File: src/rtl/iir1_pkg.sv
package iir1_pkg;
  // Progress of the detector through consecutive equal-magnitude,
  // zero-input samples.
  typedef enum logic [1:0] {
    RUN_NONE = 2'd0,
    RUN_ONE  = 2'd1,
    RUN_LOCK = 2'd2
  } stall_e;
endpackage

File: src/rtl/iir1_round_mul.sv
// Feedback product a*y, rounded back to FRAC_W fractional bits
// (add half an LSB, then arithmetic shift).
module iir1_round_mul #(
  parameter int DATA_W = 10,
  parameter int FRAC_W = 4
) (
  input  logic signed [DATA_W-1:0] state_i,
  input  logic signed [FRAC_W:0]   coef_i,
  output logic signed [DATA_W:0]   rounded_o
);
  localparam int PROD_W = DATA_W + FRAC_W + 1;

  logic signed [PROD_W-1:0] prod;
  assign prod = state_i * coef_i;

  generate
    if (FRAC_W > 0) begin : g_round
      localparam int HALF = 1 << (FRAC_W - 1);
      logic signed [PROD_W-1:0] biased;
      // |prod| <= 2^(PROD_W-2), so adding HALF cannot overflow PROD_W bits.
      assign biased    = prod + $signed(PROD_W'(HALF));
      assign rounded_o = (DATA_W+1)'(biased >>> FRAC_W);
    end else begin : g_pass
      assign rounded_o = (DATA_W+1)'(prod);
    end
  endgenerate
endmodule

File: src/rtl/iir1_sat_add.sv
// Adds the rounded feedback term to the input sample and clamps the result.
module iir1_sat_add #(
  parameter int DATA_W = 10
) (
  input  logic signed [DATA_W:0]   fb_i,
  input  logic signed [DATA_W-1:0] x_i,
  output logic signed [DATA_W-1:0] sum_o
);
  localparam int SUM_W = DATA_W + 2;
  localparam logic signed [SUM_W-1:0] MAX_W = SUM_W'((64'sd1 <<< (DATA_W-1)) - 64'sd1);
  localparam logic signed [SUM_W-1:0] MIN_W = -MAX_W - SUM_W'(1);

  logic signed [SUM_W-1:0] wide;
  assign wide = SUM_W'(fb_i) + SUM_W'(x_i);

  always_comb begin
    if (wide > MAX_W) begin
      sum_o = MAX_W[DATA_W-1:0];
    end else if (wide < MIN_W) begin
      sum_o = MIN_W[DATA_W-1:0];
    end else begin
      sum_o = wide[DATA_W-1:0];
    end
  end
endmodule

File: src/rtl/iir1_stall_det.sv
// Flags a state that keeps its magnitude under zero input.
module iir1_stall_det
  import iir1_pkg::*;
#(
  parameter int DATA_W = 10
) (
  input  logic                     clk,
  input  logic                     rst,
  input  logic                     fire_i,
  input  logic                     x_zero_i,
  input  logic signed [DATA_W-1:0] y_new_i,
  input  logic signed [DATA_W-1:0] y_old_i,
  output logic                     flag_o
);
  function automatic logic [DATA_W-1:0] mag(input logic signed [DATA_W-1:0] v);
    // The most negative word maps to 2^(DATA_W-1), which still fits unsigned.
    return v[DATA_W-1] ? (~v + 1'b1) : v;
  endfunction

  logic   same_mag;
  logic   repeat_ok;
  stall_e run_q, run_d;

  assign same_mag  = (mag(y_new_i) == mag(y_old_i));
  assign repeat_ok = x_zero_i && (y_new_i != '0) && same_mag;

  always_comb begin
    run_d = run_q;
    if (fire_i) begin
      if (!repeat_ok) begin
        run_d = RUN_NONE;
      end else begin
        unique case (run_q)
          RUN_NONE: run_d = RUN_ONE;
          RUN_ONE:  run_d = RUN_LOCK;
          default:  run_d = RUN_LOCK;
        endcase
      end
    end
  end

  always_ff @(posedge clk) begin
    if (rst) begin
      run_q <= RUN_NONE;
    end else begin
      run_q <= run_d;
    end
  end

  assign flag_o = (run_q == RUN_LOCK);
endmodule

File: src/rtl/iir1_deadband.sv
// First-order recursive section: y <= sat(round(a*y) + x) on each strobe.
module iir1_deadband #(
  parameter int DATA_W = 10,
  parameter int FRAC_W = 4
) (
  input  logic              clk,
  input  logic              rst,
  input  logic              in_valid,
  input  logic [DATA_W-1:0] in_x,
  input  logic [FRAC_W:0]   coef_a,
  output logic              out_valid,
  output logic [DATA_W-1:0] out_y,
  output logic              stall_flag
);
  logic signed [DATA_W-1:0] y_q;
  logic signed [DATA_W-1:0] y_next;
  logic signed [DATA_W:0]   fb_rounded;
  logic                     vld_q;
  logic                     x_zero;

  assign x_zero = (in_x == '0);

  iir1_round_mul #(.DATA_W(DATA_W), .FRAC_W(FRAC_W)) u_mul (
    .state_i   (y_q),
    .coef_i    ($signed(coef_a)),
    .rounded_o (fb_rounded)
  );

  iir1_sat_add #(.DATA_W(DATA_W)) u_add (
    .fb_i  (fb_rounded),
    .x_i   ($signed(in_x)),
    .sum_o (y_next)
  );

  iir1_stall_det #(.DATA_W(DATA_W)) u_det (
    .clk      (clk),
    .rst      (rst),
    .fire_i   (in_valid),
    .x_zero_i (x_zero),
    .y_new_i  (y_next),
    .y_old_i  (y_q),
    .flag_o   (stall_flag)
  );

  always_ff @(posedge clk) begin
    if (rst) begin
      y_q   <= '0;
      vld_q <= 1'b0;
    end else begin
      vld_q <= in_valid;
      if (in_valid) begin
        y_q <= y_next;
      end
    end
  end

  assign out_valid = vld_q;
  assign out_y     = y_q;
endmodule

File: config.mk
export PLATFORM = sky130hd
export DESIGN_NAME = iir1_deadband
export DESIGN_NICKNAME = d
export VERILOG_FILES = /design/src/rtl/iir1_pkg.sv /design/src/rtl/iir1_round_mul.sv /design/src/rtl/iir1_sat_add.sv /design/src/rtl/iir1_stall_det.sv /design/src/rtl/iir1_deadband.sv
export SDC_FILE = /design/constraint.sdc
export NUM_CORES = 1
export LEC_CHECK = 0
export BUFFER_PORTS_ARGS = -buffer_cell sky130_fd_sc_hd__buf_2
export CAP_MARGIN = 0
export CELL_PAD_IN_SITES_DETAIL_PLACEMENT = 1
export CELL_PAD_IN_SITES_GLOBAL_PLACEMENT = 1
export CORE_MARGIN = 1
export CORE_UTILIZATION = 51
export CTS_BUF_LIST = sky130_fd_sc_hd__clkbuf_4
export DETAILED_ROUTE_END_ITERATION = 12
export PLACE_DENSITY_LB_ADDON = 0.15
export SLEW_MARGIN = 20
export SYNTH_ARGS = -nofsm -noshare
export SYNTH_HDL_FRONTEND = slang
export SYNTH_SLANG_ARGS = --single-unit
File: constraint.sdc
create_clock -name clk -period 10.8 [get_ports clk]
set_input_delay 0.54 -clock clk [delete_from_list [all_inputs] [get_ports clk]]
set_output_delay 0.54 -clock clk [all_outputs]
set_load 0.01 [all_outputs]
# Yosys cells after proc, flatten, opt, wreduce, memory -nomap -nowiden
# Index checks and enable logic that the tools add are counted.
# classes
div,0
eq_ne,2
n_lt_le_gt_ge,2
n_shift,0
muxes,6
n_bitwise,2
add_sub_neg,4
multipliers,1
n_reduce_logical,5
# ops
cell,count
$mux 10,4
$add 10x1->10 const B,2
$not 10->10,2
$add 15x5->15 const B,1
$mul 10x5->15,1
$add 11x10->12,1
$gt 12x10->1 const B,1
$lt 12x10->1 const B,1
$eq 10x10->1,1
$logic_not 10->1,1
$reduce_bool 10->1,1
$mux 2,2
$eq 2x2->1 const B,1
$logic_and 1x1->1,2
$logic_not 2->1,1
# word_totals
ff_bits,13
rom_bits,0
n_memories,0
output_inout_bits,12
mem_bits_rw,0
latchBits,0

# Depth between registers and ports, before layout
# logic_depth
depth_word,12
ltp_mapped,31

# Modules after synthesis
# Synthesis repeated with hierarchy kept, for this count alone.
# unflattened
cells_unflattened,421
area_unflattened_um2,3523.4
# by_module_without_submodules
mod,cells_per_inst,n_inst,seq_area_each_um2,area_per_inst_um2
iir1_round_mul,218,1,0.0,1793.0
iir1_sat_add,90,1,0.0,685.7
iir1_stall_det,76,1,40.0,640.6
iir1_deadband,37,1,220.2,404.1

# Worst setup path after synthesis
# Ideal clock, no wire load.
# synth_path
path_kind,register -> register
start,reg y_q[2] (netlist: out_y[2])
end,reg u_det.run_q[1]
period_less_slack_ps,6602
required_time_ps,10697
setup_time_ps,103
stages_incl_launch_ff,32
path_slack_ps,4198
path_buffers,2
arrival_ps,6498
path_cell_list,dfxtp_1 > clkbuf_1 > and2_1 > fa_1 > ha_1 > inv_1 > fa_1 > and4b_1 > and2_1 > fa_1 > a21o_1 > a21oi_1 > o21bai_1 > a21oi_1 > nor2b_1 > o21a_1 > o21ai_0 > nand2b_1 > a21oi_1 > xnor2_1 > ha_1 > inv_1 > nor2_1 > o21a_1 > or3_1 > buf_6 > a211oi_1 > o22ai_1 > xnor2_1 > nor4b_1 > nand4_1 > a2111oi_2
# synth_via
elab_chain_len,12
# synth_lines
element,line_no,source
start: declaration,iir1_deadband.sv:15,logic signed [DATA_W-1:0] y_q;
start signal: assignment,iir1_deadband.sv:52,y_q <= y_next;
$mul 10x5->15,iir1_round_mul.sv:14,assign prod = state_i * coef_i;
$add 15x5->15,iir1_round_mul.sv:21,assign biased = prod + $signed(PROD_W'(HALF));
$add 11x10->12,iir1_sat_add.sv:14,assign wide = SUM_W'(fb_i) + SUM_W'(x_i);
$lt 12x10->1,iir1_sat_add.sv:19,end else if (wide < MIN_W) begin
$mux 10,iir1_sat_add.sv:19,
$mux 10,iir1_sat_add.sv:17,if (wide > MAX_W) begin
$not 10->10,iir1_stall_det.sv:17,return v[DATA_W-1] ? (~v + 1'b1) : v;
$add 10x1->10,iir1_stall_det.sv:17,
$mux 10,iir1_stall_det.sv:17,
$eq 10x10->1,iir1_stall_det.sv:24,assign same_mag = (mag(y_new_i) == mag(y_old_i));
$logic_and 1x1->1 (*),iir1_stall_det.sv:25,assign repeat_ok = x_zero_i && (y_new_i != '0) && same_mag;
$mux 2 (*),iir1_stall_det.sv:30,if (!repeat_ok) begin
end signal: assignment,iir1_stall_det.sv:46,run_q <= run_d;
end: declaration,iir1_stall_det.sv:22,"stall_e run_q, run_d;"
# Mark *: on every way between the ends. The rest lies on a longest branch, timed or not.
# A chain may end at the register's enable or synchronous reset.

# Worst setup path after layout
# layout_path
start,reg y_q[0] (netlist: out_y[0])
end,reg u_det.run_q[1]
# The elaborated chain is that of the path after synthesis.

==> qor.yml <==
postCtsHoldBufs: 0
register_area_um2: 260
max_stage_delay_ns: 0.62
rsz0062_at_grt: "no"
root_buffer: "clkbuf_4"
cp.arrival_ns: 7.63
cts_tree: "yes"
grtUsageTotal_pct: 27.0
place_congestion: 0.811
path_class: "flip-flop to flip-flop"
drtPass1Iterations: 4
routed_wirelength_um: 9410
yosysWarningCount: 0
syn-num-nets: 524
insertion_delay_ns: 0.28
synth_xor_area_share_pct: 9.20
vias: 3176
coreArea_mm2: 0.00649
worst_pin_slew_ns: 0.731
cp_num_buf_inv: 2
cts_buffers: 3
synth_edf_count: 0
syn_avg_cell_area_um2: 8.00
portBuffers: 29
ant_nets: 0
initial_utilization_pct: 54.2
cpMaxStageDelayCell: "o21ai_1"
gr-total-overflow: 0
hold_class: "flip-flop to flip-flop"
htree_levels: 1
synth_seq_cells: 13
final_hold_viol_count: 0
synthAdderAreaFrac_pct: 30.7
areaGrowthSynthToFinish_pct: 5.26
synthFlopType: "dfxtp_1"
synth-async-reset-ratio_pct: 0
slew_viol_final: 0
multi_input_area_mm2: 0.00298
synth.distinct_cells: 70
viasPerCell: 5.95
die_w_um: 85.1
drive_above_1_share_pct: 13.1
first_global_vias: 3315
end_kind: "flip-flop"
syn_area_mm2: 0.00352
status: "complete, no violations"
synth_compound_area_share_pct: 19.6
grt_start_max_net_pins: 22
fill_cells: 833
antenna_found_initial: 0
layout.nets: 542
cts_setup_buffers: 0
drc_errors: 0
drt_iter0_drc: 86
fmax_mhz: 134
syn_inst: 440
fin_skew_ns: 0.00645
worstPathMaxFanout: 10
grt_pass1_wl_um: 15600
wl_per_cell_um: 17.6
regToRegSetupSlack_ns: 3.34
path_clk_slew_ns: 0.07
io_pins: 30
antenna_cells: 0
synthSimpleGateAreaFrac_pct: 24.7
setup.worst_path.start_class: "flip-flop"
finalSetupViolCount: 0
crit_required_ns: 10.97
clock_path_buffers: 2
maxSlewHeadroom_pct: 50.9
synth.yosys.seq_area_share_pct: 7.39
postLayoutCellArea_mm2: 0.00371
cts_resized: 0
fin_setup_tns_ns: 0
die_h_um: 85.1
critPathTopFamily: "compound AO/OA/AOI/OAI gates"
synth_top_family_by_area: "adder cells"
post-route-period-util_pct: 69.1
fin_crit_ns: 7.46
rows: 29
max_cap_viol_count: 0
clkSinkCount: 13
synth.mux.area_fraction_pct: 0.284
design.die.area_mm2: 0.00724
placed_area_mm2: 0.00368
dp_hpwl_um: 7880
==> worst reg2reg max path: cells and delay by family, from the launching register on <==
| family | cells | cell delay, ns |
|---|---|---|
| simple gates | 6 | 1.37 |
| buf+inv | 2 | 0.28 |
| fa+ha+maj | 5 | 2.19 |
| flops | 1 | 0.54 |
| xor+xnor | 1 | 0.12 |
| compound gates | 12 | 2.87 |
==> metrics by stage <==
stage                     setup WS (ns)  instances  hold WS, ns  util, %
after global routing               2.91        534        0.557     57.1
after CTS                          3.36        534        0.523     57.1
final                              3.34        534        0.518     57.1
after global placement             3.68        530        0.505     56.6
after detailed placement           3.37        530        0.511     56.6
after floorplan                    4.20        440        0.477        -
==> state kept, by name, summed over array words and instances, names as in the netlist <==
signal       count
out_valid        1
out_y           10
u_det.run_q      2
==> kinds of logic (layout without fill, tap and decap cells) <==
family / Yosys count / count (layout)
flops: 13 / 13
mux: 1 / 1
xor+xnor: 37 / 37
buf+inv: 69 / 86
simple gates: 157 / 157
compound gates: 97 / 97
fa+ha+maj: 66 / 66
==> synth_stat cells, types with 4 or more instances <==
cell | count | area share (%)
a211o_1 | 4 | 0.99
a211oi_1 | 5 | 1.1
a21oi_1 | 26 | 3.7
a31oi_1 | 5 | 0.89
and2_1 | 33 | 5.9
buf_2 | 4 | 0.57
clkbuf_1 | 9 | 0.96
dfxtp_1 | 13 | 7.4
fa_1 | 34 | 19
ha_1 | 32 | 11
inv_1 | 52 | 5.5
nand2_1 | 20 | 2.1
nand2b_1 | 7 | 1.2
nand3_1 | 5 | 0.71
nor2_1 | 38 | 4.0
nor2b_1 | 6 | 1.1
nor3_1 | 14 | 2.0
o21a_1 | 4 | 0.85
o21ai_0 | 10 | 1.4
o21ai_1 | 6 | 0.85
xnor2_1 | 27 | 6.7
xor2_1 | 10 | 2.5
==> routing by layer <==
layer  global-route usage (%)  part of all wire (%)  routed length, um
met5                        0                     0                  0
met4                     2.77                  0.71                 67
met3                     2.04                   2.1                196
met2                     52.8                    53               4990
met1                     33.0                    44               4160
==> final timing paths <==
kind                   from        endpoint  cells after the start
max                out_y[0]  u_det.run_q[1]                     26
min          u_det.run_q[0]  u_det.run_q[0]                      2
max reg2reg        out_y[0]  u_det.run_q[1]                     26
min reg2reg  u_det.run_q[0]  u_det.run_q[0]                      2
==> cells in the final DEF (no fill, tap or decap), types with 4 or more instances in the layout <==
cell type	instances
o21ai_0	10
nand3_1	5
inv_1	52
a211o_1	4
dfxtp_1	13
o21a_1	4
and2_1	33
ha_1	32
fa_1	34
nor2_1	38
nand2b_1	7
clkbuf_4	4
nand2_1	20
buf_2	29
xnor2_1	27
nor3_1	14
o21ai_1	6
nor2b_1	6
a211oi_1	5
a21oi_1	26
a31oi_1	5
xor2_1	10
==> final cells by class <==
cell class / count / share of cell area, %
multi-input cells: 358 / 80.3
clock buffers: 4 / 0.810
repair buffers: 29 / 3.91
well taps: 77 / 2.60
flip-flops and latches: 13 / 7.02
inverters: 53 / 5.37
Power is left out: the tool's default activity adds up to more than one toggle a clock period on the data nets, which glitch-free logic cannot reach.
